<file path="src/rtl/apf_pkg.sv">
package apf_pkg;
    typedef enum logic [1:0] {
        S_HUNT = 2'd0,
        S_SEEK = 2'd1,
        S_HOLD = 2'd2
    } srch_state_t;
endpackage

</file>
<file path="src/rtl/noise_floor_sum.sv">
module noise_floor_sum #(
    parameter int CORR_W  = 12,
    parameter int REF_LEN = 60,
    parameter int SUM_W   = 2 * CORR_W + $clog2(REF_LEN) + 1
) (
    input  logic                     clk,
    input  logic                     rst_n,
    input  logic                     smp_valid,
    input  logic signed [CORR_W-1:0] orth_corr,
    output logic [SUM_W-1:0]         thr_level,
    output logic                     thr_ok
);
    localparam int SQ_W   = 2 * CORR_W;
    localparam int FILL_W = $clog2(REF_LEN + 1);

    logic signed [SQ_W-1:0] sq_s;
    logic [SQ_W-1:0]        sq_new;
    logic [SQ_W-1:0]        dly [REF_LEN];
    logic [SUM_W-1:0]       sum_q;
    logic [FILL_W-1:0]      fill_q;

    // single multiplier: the square is never negative
    assign sq_s   = orth_corr * orth_corr;
    assign sq_new = sq_s;

    // delay line of squares, one stage per sample of the reference length
    always_ff @(posedge clk) begin
        if (!rst_n)
            dly[0] <= '0;
        else if (smp_valid)
            dly[0] <= sq_new;
    end

    for (genvar g = 1; g < REF_LEN; g++) begin : g_dly
        always_ff @(posedge clk) begin
            if (!rst_n)
                dly[g] <= '0;
            else if (smp_valid)
                dly[g] <= dly[g-1];
        end
    end

    // add the newest square, drop the one leaving the line
    always_ff @(posedge clk) begin
        if (!rst_n) begin
            sum_q  <= '0;
            fill_q <= '0;
        end else if (smp_valid) begin
            sum_q <= sum_q + SUM_W'(sq_new) - SUM_W'(dly[REF_LEN-1]);
            if (fill_q != FILL_W'(REF_LEN))
                fill_q <= fill_q + 1'b1;
        end
    end

    assign thr_level = sum_q;
    assign thr_ok    = (fill_q == FILL_W'(REF_LEN));


    thr_ok_sticky_chk: assert property (@(posedge clk) disable iff (!rst_n)
        !$fell(thr_ok));


    thr_idle_stable_chk: assert property (@(posedge clk) disable iff (!rst_n)
        !smp_valid |=> $stable(thr_level));
endmodule

</file>
<file path="src/rtl/peak_window_fsm.sv">
module peak_window_fsm
    import apf_pkg::*;
#(
    parameter int CORR_W  = 12,
    parameter int SUM_W   = 30,
    parameter int WIN_LEN = 120,
    parameter int OFF_W   = $clog2(WIN_LEN + 1)
) (
    input  logic                     clk,
    input  logic                     rst_n,
    input  logic                     smp_valid,
    input  logic signed [CORR_W-1:0] ref_corr,
    input  logic [SUM_W-1:0]         thr_level,
    input  logic                     thr_ok,
    input  logic                     rearm,
    output logic                     resync,
    output logic                     done,
    output logic [OFF_W-1:0]         peak_idx
);
    srch_state_t state_q, state_nx;

    logic [OFF_W-1:0]         off_q;
    logic [OFF_W-1:0]         off_inc;
    logic signed [CORR_W-1:0] max_q;
    logic [OFF_W-1:0]         idx_q;
    logic                     resync_q;
    logic                     done_q;
    logic [SUM_W-1:0]         ref_ext;
    logic                     above;
    logic                     last_smp;

    // only a non-negative value can clear the threshold
    assign ref_ext  = {{(SUM_W-CORR_W){1'b0}}, ref_corr};
    assign above    = thr_ok && !ref_corr[CORR_W-1] && (ref_ext > thr_level);
    assign off_inc  = off_q + 1'b1;
    assign last_smp = (off_inc == OFF_W'(WIN_LEN));

    always_comb begin
        state_nx = state_q;
        unique case (state_q)
            S_HUNT: if (smp_valid && above)    state_nx = S_SEEK;
            S_SEEK: if (smp_valid && last_smp) state_nx = S_HOLD;
            S_HOLD: if (rearm)                 state_nx = S_HUNT;
            default:                           state_nx = S_HUNT;
        endcase
    end

    always_ff @(posedge clk) begin
        if (!rst_n)
            state_q <= S_HUNT;
        else
            state_q <= state_nx;
    end

    always_ff @(posedge clk) begin
        if (!rst_n) begin
            off_q    <= '0;
            max_q    <= '0;
            idx_q    <= '0;
            resync_q <= 1'b0;
            done_q   <= 1'b0;
        end else begin
            resync_q <= 1'b0;
            done_q   <= 1'b0;
            unique case (state_q)
                S_HUNT: begin
                    if (smp_valid && above) begin
                        off_q    <= '0;
                        max_q    <= ref_corr;
                        idx_q    <= '0;
                        resync_q <= 1'b1;
                    end
                end
                S_SEEK: begin
                    if (smp_valid) begin
                        off_q <= off_inc;
                        if (above && (ref_corr > max_q)) begin
                            max_q    <= ref_corr;
                            idx_q    <= off_inc;
                            resync_q <= 1'b1;
                        end
                        if (last_smp)
                            done_q <= 1'b1;
                    end
                end
                S_HOLD: ;
                default: ;
            endcase
        end
    end

    assign resync   = resync_q;
    assign done     = done_q;
    assign peak_idx = idx_q;


    resync_needs_thr_chk: assert property (@(posedge clk) disable iff (!rst_n)
        resync |-> thr_ok);


    resync_after_sample_chk: assert property (@(posedge clk) disable iff (!rst_n)
        resync |-> $past(smp_valid));


    idx_hold_chk: assert property (@(posedge clk) disable iff (!rst_n)
        !resync |-> $stable(peak_idx));


    done_single_chk: assert property (@(posedge clk) disable iff (!rst_n)
        done |=> !done);


    idx_in_window_chk: assert property (@(posedge clk) disable iff (!rst_n)
        done |-> (peak_idx <= OFF_W'(WIN_LEN)));


    hold_quiet_chk: assert property (@(posedge clk) disable iff (!rst_n)
        (state_q == S_HOLD) |=> !resync);
endmodule

</file>
<file path="src/rtl/adaptive_peak_finder.sv">
module adaptive_peak_finder #(
    parameter int CORR_W  = 12,
    parameter int REF_LEN = 60,
    parameter int WIN_LEN = 2 * REF_LEN,
    parameter int SUM_W   = 2 * CORR_W + $clog2(REF_LEN) + 1,
    parameter int OFF_W   = $clog2(WIN_LEN + 1)
) (
    input  logic                     clk,
    input  logic                     rst_n,
    input  logic                     smp_valid,
    input  logic signed [CORR_W-1:0] ref_corr,
    input  logic signed [CORR_W-1:0] orth_corr,
    input  logic                     rearm,
    output logic [SUM_W-1:0]         thr_level,
    output logic                     thr_ok,
    output logic                     resync,
    output logic                     done,
    output logic [OFF_W-1:0]         peak_idx
);
    noise_floor_sum #(
        .CORR_W (CORR_W),
        .REF_LEN(REF_LEN),
        .SUM_W  (SUM_W)
    ) u_thr (
        .clk      (clk),
        .rst_n    (rst_n),
        .smp_valid(smp_valid),
        .orth_corr(orth_corr),
        .thr_level(thr_level),
        .thr_ok   (thr_ok)
    );

    peak_window_fsm #(
        .CORR_W (CORR_W),
        .SUM_W  (SUM_W),
        .WIN_LEN(WIN_LEN),
        .OFF_W  (OFF_W)
    ) u_srch (
        .clk      (clk),
        .rst_n    (rst_n),
        .smp_valid(smp_valid),
        .ref_corr (ref_corr),
        .thr_level(thr_level),
        .thr_ok   (thr_ok),
        .rearm    (rearm),
        .resync   (resync),
        .done     (done),
        .peak_idx (peak_idx)
    );
endmodule

</file>
<file path="config.mk">
export PLATFORM = sky130hd
export DESIGN_NAME = adaptive_peak_finder
export DESIGN_NICKNAME = d
export VERILOG_FILES = /design/src/rtl/apf_pkg.sv /design/src/rtl/noise_floor_sum.sv /design/src/rtl/peak_window_fsm.sv /design/src/rtl/adaptive_peak_finder.sv
export SDC_FILE = /design/constraint.sdc
export NUM_CORES = 2
export LEC_CHECK = 0
export BUFFER_PORTS_ARGS = -buffer_cell sky130_fd_sc_hd__buf_4
export CORE_MARGIN = 2
export CORE_UTILIZATION = 52
export CTS_CLUSTER_SIZE = 30
export DETAILED_ROUTE_END_ITERATION = 8
export GPL_ROUTABILITY_DRIVEN = 0
export HOLD_SLACK_MARGIN = 0.02
export PLACE_DENSITY_LB_ADDON = 0.3
export SLEW_MARGIN = 20
export SYNTH_ARGS = -nofsm -noshare
export SYNTH_HDL_FRONTEND = slang
export SYNTH_SLANG_ARGS = --single-unit
export TNS_END_PERCENT = 30
</file>
<file path="constraint.sdc">
create_clock -name clk -period 35.7 [get_ports clk]
set_input_delay 7.14 -clock clk [delete_from_list [all_inputs] [get_ports clk]]
set_output_delay 7.14 -clock clk [all_outputs]
set_load 0.01 [all_outputs]
</file>
### Word level (Yosys, flattened, before mapping)

Memories as Yosys holds them, arrays and structs flattened.
Cells that the tools add are included.

| word-level totals | value |
|---|---|
| register bits after elaboration | 67 |
| latch bits | 0 |
| RAM bits | 1440 |
| ROM bits | 0 |
| bits of input ports | 28 |
| output and inout port bits | 41 |
| logic and storage cells | 182 |
| memories | 1 |

Memory list:

| memory | depth | bits a word | rd ports | clocked after Yosys merged registers in | wr ports | line | text |
|---|---|---|---|---|---|---|---|
| u_thr.dly | 60 | 24 | 60 | 0 | 60 | noise_floor_sum.sv:18 | `logic [SQ_W-1:0] dly [REF_LEN];` |

| operators by class | value |
|---|---|
| add/subtract/negate cells | 4 |
| multiply operators | 1 |
| divide/modulo/power cells | 0 |
| order comparisons | 2 |
| equal/unequal tests | 10 |
| shift-type cells | 0 |
| muxes and demuxes | 83 |
| bitwise logic cells | 60 |
| reduce and logical (&&, ||, !) cells | 13 |

Operators by type and width:

| cell | number |
|---|---|
| two-way mux 24 bit | 60 |
| bitwise OR 1 bit | 60 |
| two-way mux 12 bit | 3 |
| adder 31 x 24 -> 31 bit | 1 |
| greater-than comparator 12 x 31 -> 1 bit | 1 |
| subtractor 31 x 24 -> 31 bit | 1 |
| two-way mux 7 bit | 4 |
| one-hot mux 7 bit (2 select lines) | 2 |
| multiplier 12 x 12 -> 24 bit | 1 |
| one-hot mux 12 bit (2 select lines) | 1 |
| greater-than comparator 12 bit | 1 |
| AND reduction 3 bit | 3 |
| two-way mux 1 bit | 8 |
| adder 7 x 1 -> 7 bit (second input constant) | 1 |
| == test 7 bit (second input constant) | 1 |
| adder 6 x 1 -> 6 bit (second input constant) | 1 |
| == test 6 bit (second input constant) | 1 |
| two-way mux 2 bit | 3 |
| != test 2 x 1 -> 1 bit (second input constant) | 3 |
| != test 6 bit (second input constant) | 1 |
| one-hot mux 2 bit (3 select lines) | 1 |
| logical AND 1 bit | 5 |
| != test 2 bit (second input constant) | 2 |
| AND reduction 4 bit | 1 |
| 7 further kinds | 7 |

### Logic depth before layout (Yosys ltp)

| depth | value |
|---|---|
| depth in word-level cells | 7 |
| gate-level depth with buffers | 31 |
| mapped depth without buffers | 29 |

### Hierarchy

A second synthesis with hierarchy kept.

| second synthesis, totals | value |
|---|---|
| cells, all modules | 4302 |
| area total of the unflattened synthesis | 61829.3 µm² |

By module, submodules not included:

| module | instances | cells an instance | area each (µm²) | sequential area each (µm²) |
|---|---|---|---|---|
| noise_floor_sum | 1 | 4057 | 59756.1 | 42180.5 |
| peak_window_fsm | 1 | 245 | 2073.2 | 600.6 |

### Worst setup path after synthesis

Ideal clock, no wire load.

| timing | value |
|---|---|
| kind | input to register |
| start | input smp_valid |
| end | register u_thr.sum_q[24] (netlist: u_thr.thr_level[24]) |
| setup time | 1282 ps |
| data arrival time | 36224 ps |
| data required time | 34418 ps |
| slack | -1805 ps |
| stages | 5 |
| buffers on the path | 2 |
| cells stage by stage | clkbuf_1 > clkbuf_1 > nor2_1 > inv_1 > o32ai_1 |

RTL lines:

| item | line | text |
|---|---|---|
| from (decl) | adaptive_peak_finder.sv:10 | `input logic smp_valid,` |
| to (signal assigned) | noise_floor_sum.sv:49 | `sum_q <= sum_q + SUM_W'(sq_new) - SUM_W'(dly[REF_LEN-1]);` |
| to (decl) | noise_floor_sum.sv:19 | `logic [SUM_W-1:0] sum_q;` |

### Worst setup path in the final report

| timing | value |
|---|---|
| start | input orth_corr[11] |
| end | register u_thr.sum_q[27] (netlist: u_thr.thr_level[27]) |

| between the ends | value |
|---|---|
| longest elaborated chain between the ends | 3 |

Ends and longest elaborated chain:

| item | line | text |
|---|---|---|
| from (decl) | adaptive_peak_finder.sv:12 | `input logic signed [CORR_W-1:0] orth_corr,` |
| multiplier 12 x 12 -> 24 bit | noise_floor_sum.sv:23 | `assign sq_s = orth_corr * orth_corr;` |
| net u_thr.sq_new[20] | noise_floor_sum.sv:17 | `logic [SQ_W-1:0] sq_new;` |
| adder 31 x 24 -> 31 bit | noise_floor_sum.sv:49 |  |
| subtractor 31 x 24 -> 31 bit | noise_floor_sum.sv:49 |  |

The timed path passes the listed nets, and every way through them passes these cells.
A chain may end at the register's enable or synchronous reset.

==> results.md <==
- Crit path capture type: register
- Unique masters post-synth: just over 70
- EDFF count, synth: 1,380
- Most frequent cells in the layout: edfxtp_1, and3_1, inv_1
- MaxCap Viol Count: 0
- F_max: 67.7 MHz
- Fin. Hold Viols: 0
- Fin crit share: 41.4%
- Sequential-to-total area share from yosys stat: just under 70%
- CTS sink cnt: 1,447
- Number of remaining DRC errors: 0
- Critical Path AT: between 15 and 20 ns
- CTS resizes: 0
- DR WL/cell: 18.6 um
- Fraction of layout cells with a size suffix above 1: between 7 and 8%
- Async set-reset flop share out of synthesis: 0%
- CP top delay family: adder cells
- Cells after Synth: 4,328
- Total CTS buffers: 144
- DP Wirelength: 59,700 um
- DR vias: 33.0k
- Die ar.: approximately 120,000 um2
- Antenna Cells: 0
- Cell at the root of the clock tree: clkbuf_16
- Total GRT Usage: between 10% and 20%
- Most common cell after layout, fill and taps aside: edfxtp_1
- Count of non-filler cells in the finished layout: 5,871
- Number of synthesis warnings: 0
- IO Port Bufs: 68
- Layout Area Growth over Synthesis: 9.74%
- IO Pins: 69
- Min Tclk post-route: 14.77 ns
- Syn Std Cell Area: 61,800 um2
- Antenna violations before repair: 3
- Max Slew Vio Count: 0
- Measured slew at the worst slew-check pin: 1.19 ns
- Fin worst setup slack: 20.93 ns
- Postcts setup bufs: 0
- CP most frequent cell: fa_1
- Clk_lat worst skew: around 0.74 ns
- Syn avg cell area: 14.3 um2
- Chip Height: 349 um
- Crit Reg-Reg Startpoint: u_thr.dly[59][20]
- Row count: 126
- Chip width: around 350 um
- Placed cells: 5,614
- Synth Register Bits: 1,447
- Vias in the first global route: 31.6k
- Initial Utilization: approximately 52%
- CP startpoint kind: input port
- Worst-path clk slew: roughly 0.06 ns
- Final wirelength: ~110,000 um
- First-pass GRT wire length: around 170,000 um
- DRT Pass-1 Iters: 5
- Worst slack, placed: 20.30 ns
- Slowest stage cell, crit path: fa_1
- CTS tree: yes
- Core ar.: 118,000 um2
- Setup crit start: orth_corr[11]
- RSZ-0062 raised after global routing: false
- H-tree levels: 4
- WP buf/inv: 6
- Critical path's largest stage delay: 0.74 ns
- Setup_tns: 0 ns
- CP max FO: 12
- Total gr overflow: 0
- Critical path class: in2reg
- Routed Antenna Nets: 0
- Number of vias per cell: 5.62
- DR iter-0 viols: 3,618
- Hold_buf cts: 0
- Outcome: complete, no violations
- WP data required: 36.27 ns
- Beginning of the worst hold path: u_srch.max_q[11]
- Worst slew margin: 20.7%
- Layout Nets: 4,518
- Synth Flop Type: edfxtp_1
- Syn_nets: between 4k and 5k
- HP Class: reg2reg
- Setup violators final: 0
- Pin count of the biggest net entering global routing: 296
- Worst Skew: 0.0250 ns
- Clk buf depth: 3
==> through the flow <==
step	utilization (%)	hold slack [ns]	cell area, um2
finish	57.5	0.454	67900
global route	57.5	0.479	67900
CTS	57.5	0.455	67900
detailed placement	53.6	0.446	63200
global placement	53.6	0.447	63200
floorplan	-	0.427	61800
==> area by class of cell <==
| cell class | instances | area (um2) |
|---|---|---|
| well taps | 1536 | 1920 |
| inverters | 278 | 1050 |
| fillers | 9140 | 50200 |
| clock inverters | 74 | 723 |
| multi-input cells | 2252 | 16600 |
| repair buffers | 101 | 868 |
| flip-flops and latches | 1447 | 42800 |
| clock buffers | 183 | 3890 |
==> registers in the layout, summed over array words and instances (netlist names) <==
signal           count
u_srch.resync        1
u_srch.state_q       2
u_thr.thr_level     31
u_srch.done          1
u_thr.fill_q         6
u_srch.max_q        12
u_thr.dly         1380
u_srch.peak_idx      7
u_srch.off_q         7
==> worst paths after layout <==
path                         end  slack (ns)  cells past startpoint
max          u_thr.thr_level[27]       20.93                     27
min             u_srch.max_q[11]        0.45                      2
max reg2reg  u_thr.thr_level[27]       32.30                     10
min reg2reg     u_srch.max_q[11]        0.45                      2
==> Yosys cell counts, types with 4 or more instances <==
cell type           n  area share, %
edfxtp_1         1380             67
nor2_1             61           0.37
a211oi_1           11           0.13
and2_1             43           0.44
or2_2               4          0.040
a21boi_0            4          0.049
nand4_1            16           0.16
clkbuf_1          340            2.1
o31ai_1             5          0.061
nand2b_1            4          0.040
o21ai_0            61           0.49
nor4_1              4          0.040
xnor2_1            38           0.54
o22ai_1             6          0.061
ha_1              121            2.4
clkdlybuf4s15_1     4          0.065
inv_1             278            1.7
xor2_1             21           0.30
a221oi_1            4          0.057
o21a_1              5          0.061
nand2_1            91           0.55
a31oi_1             8          0.081
and3_1           1370             14
dfxtp_1            67            2.2
a21oi_1            74           0.60
nor3_1             10          0.081
mux2i_1            10           0.16
a21o_1             17           0.21
o21bai_1           12           0.15
nor2b_1            11           0.11
fa_1              145            4.7
or3_1               4          0.040
nand3_1            41           0.33
==> tightest hold or removal path, stage by stage (launching register included) <==
cell	delay, ns
dfxtp_1	0.30
inv_1	0.06
a211oi_1	0.05
==> routing by layer <==
metal / share of wire [%] / GRT usage [%] / routed length, um
met5: 0 / 0 / 0
met4: 2.2 / 5.30 / 2400
met3: 5.1 / 3.15 / 5630
met2: 42 / 24.4 / 46400
met1: 50 / 28.8 / 54900
==> cell families (layout without fill, tap and decap cells) <==
logic type                 count (synthesis)  count (layout)  share of synthesized area (%)
and+or+nand+nor                         1671            1671                           16.2
DFF                                     1447            1447                           69.2
buffers and inverters                    629             636                           3.92
adders and majority gates                266             266                           7.14
AOI/OAI and AO/OA                        244             244                           2.49
xor gates and xnor gates                  59              59                          0.836
muxes                                     12              12                          0.198
Power is not shown: default switching activity piles up to over one toggle a cycle in this logic, so the estimate is an artifact.
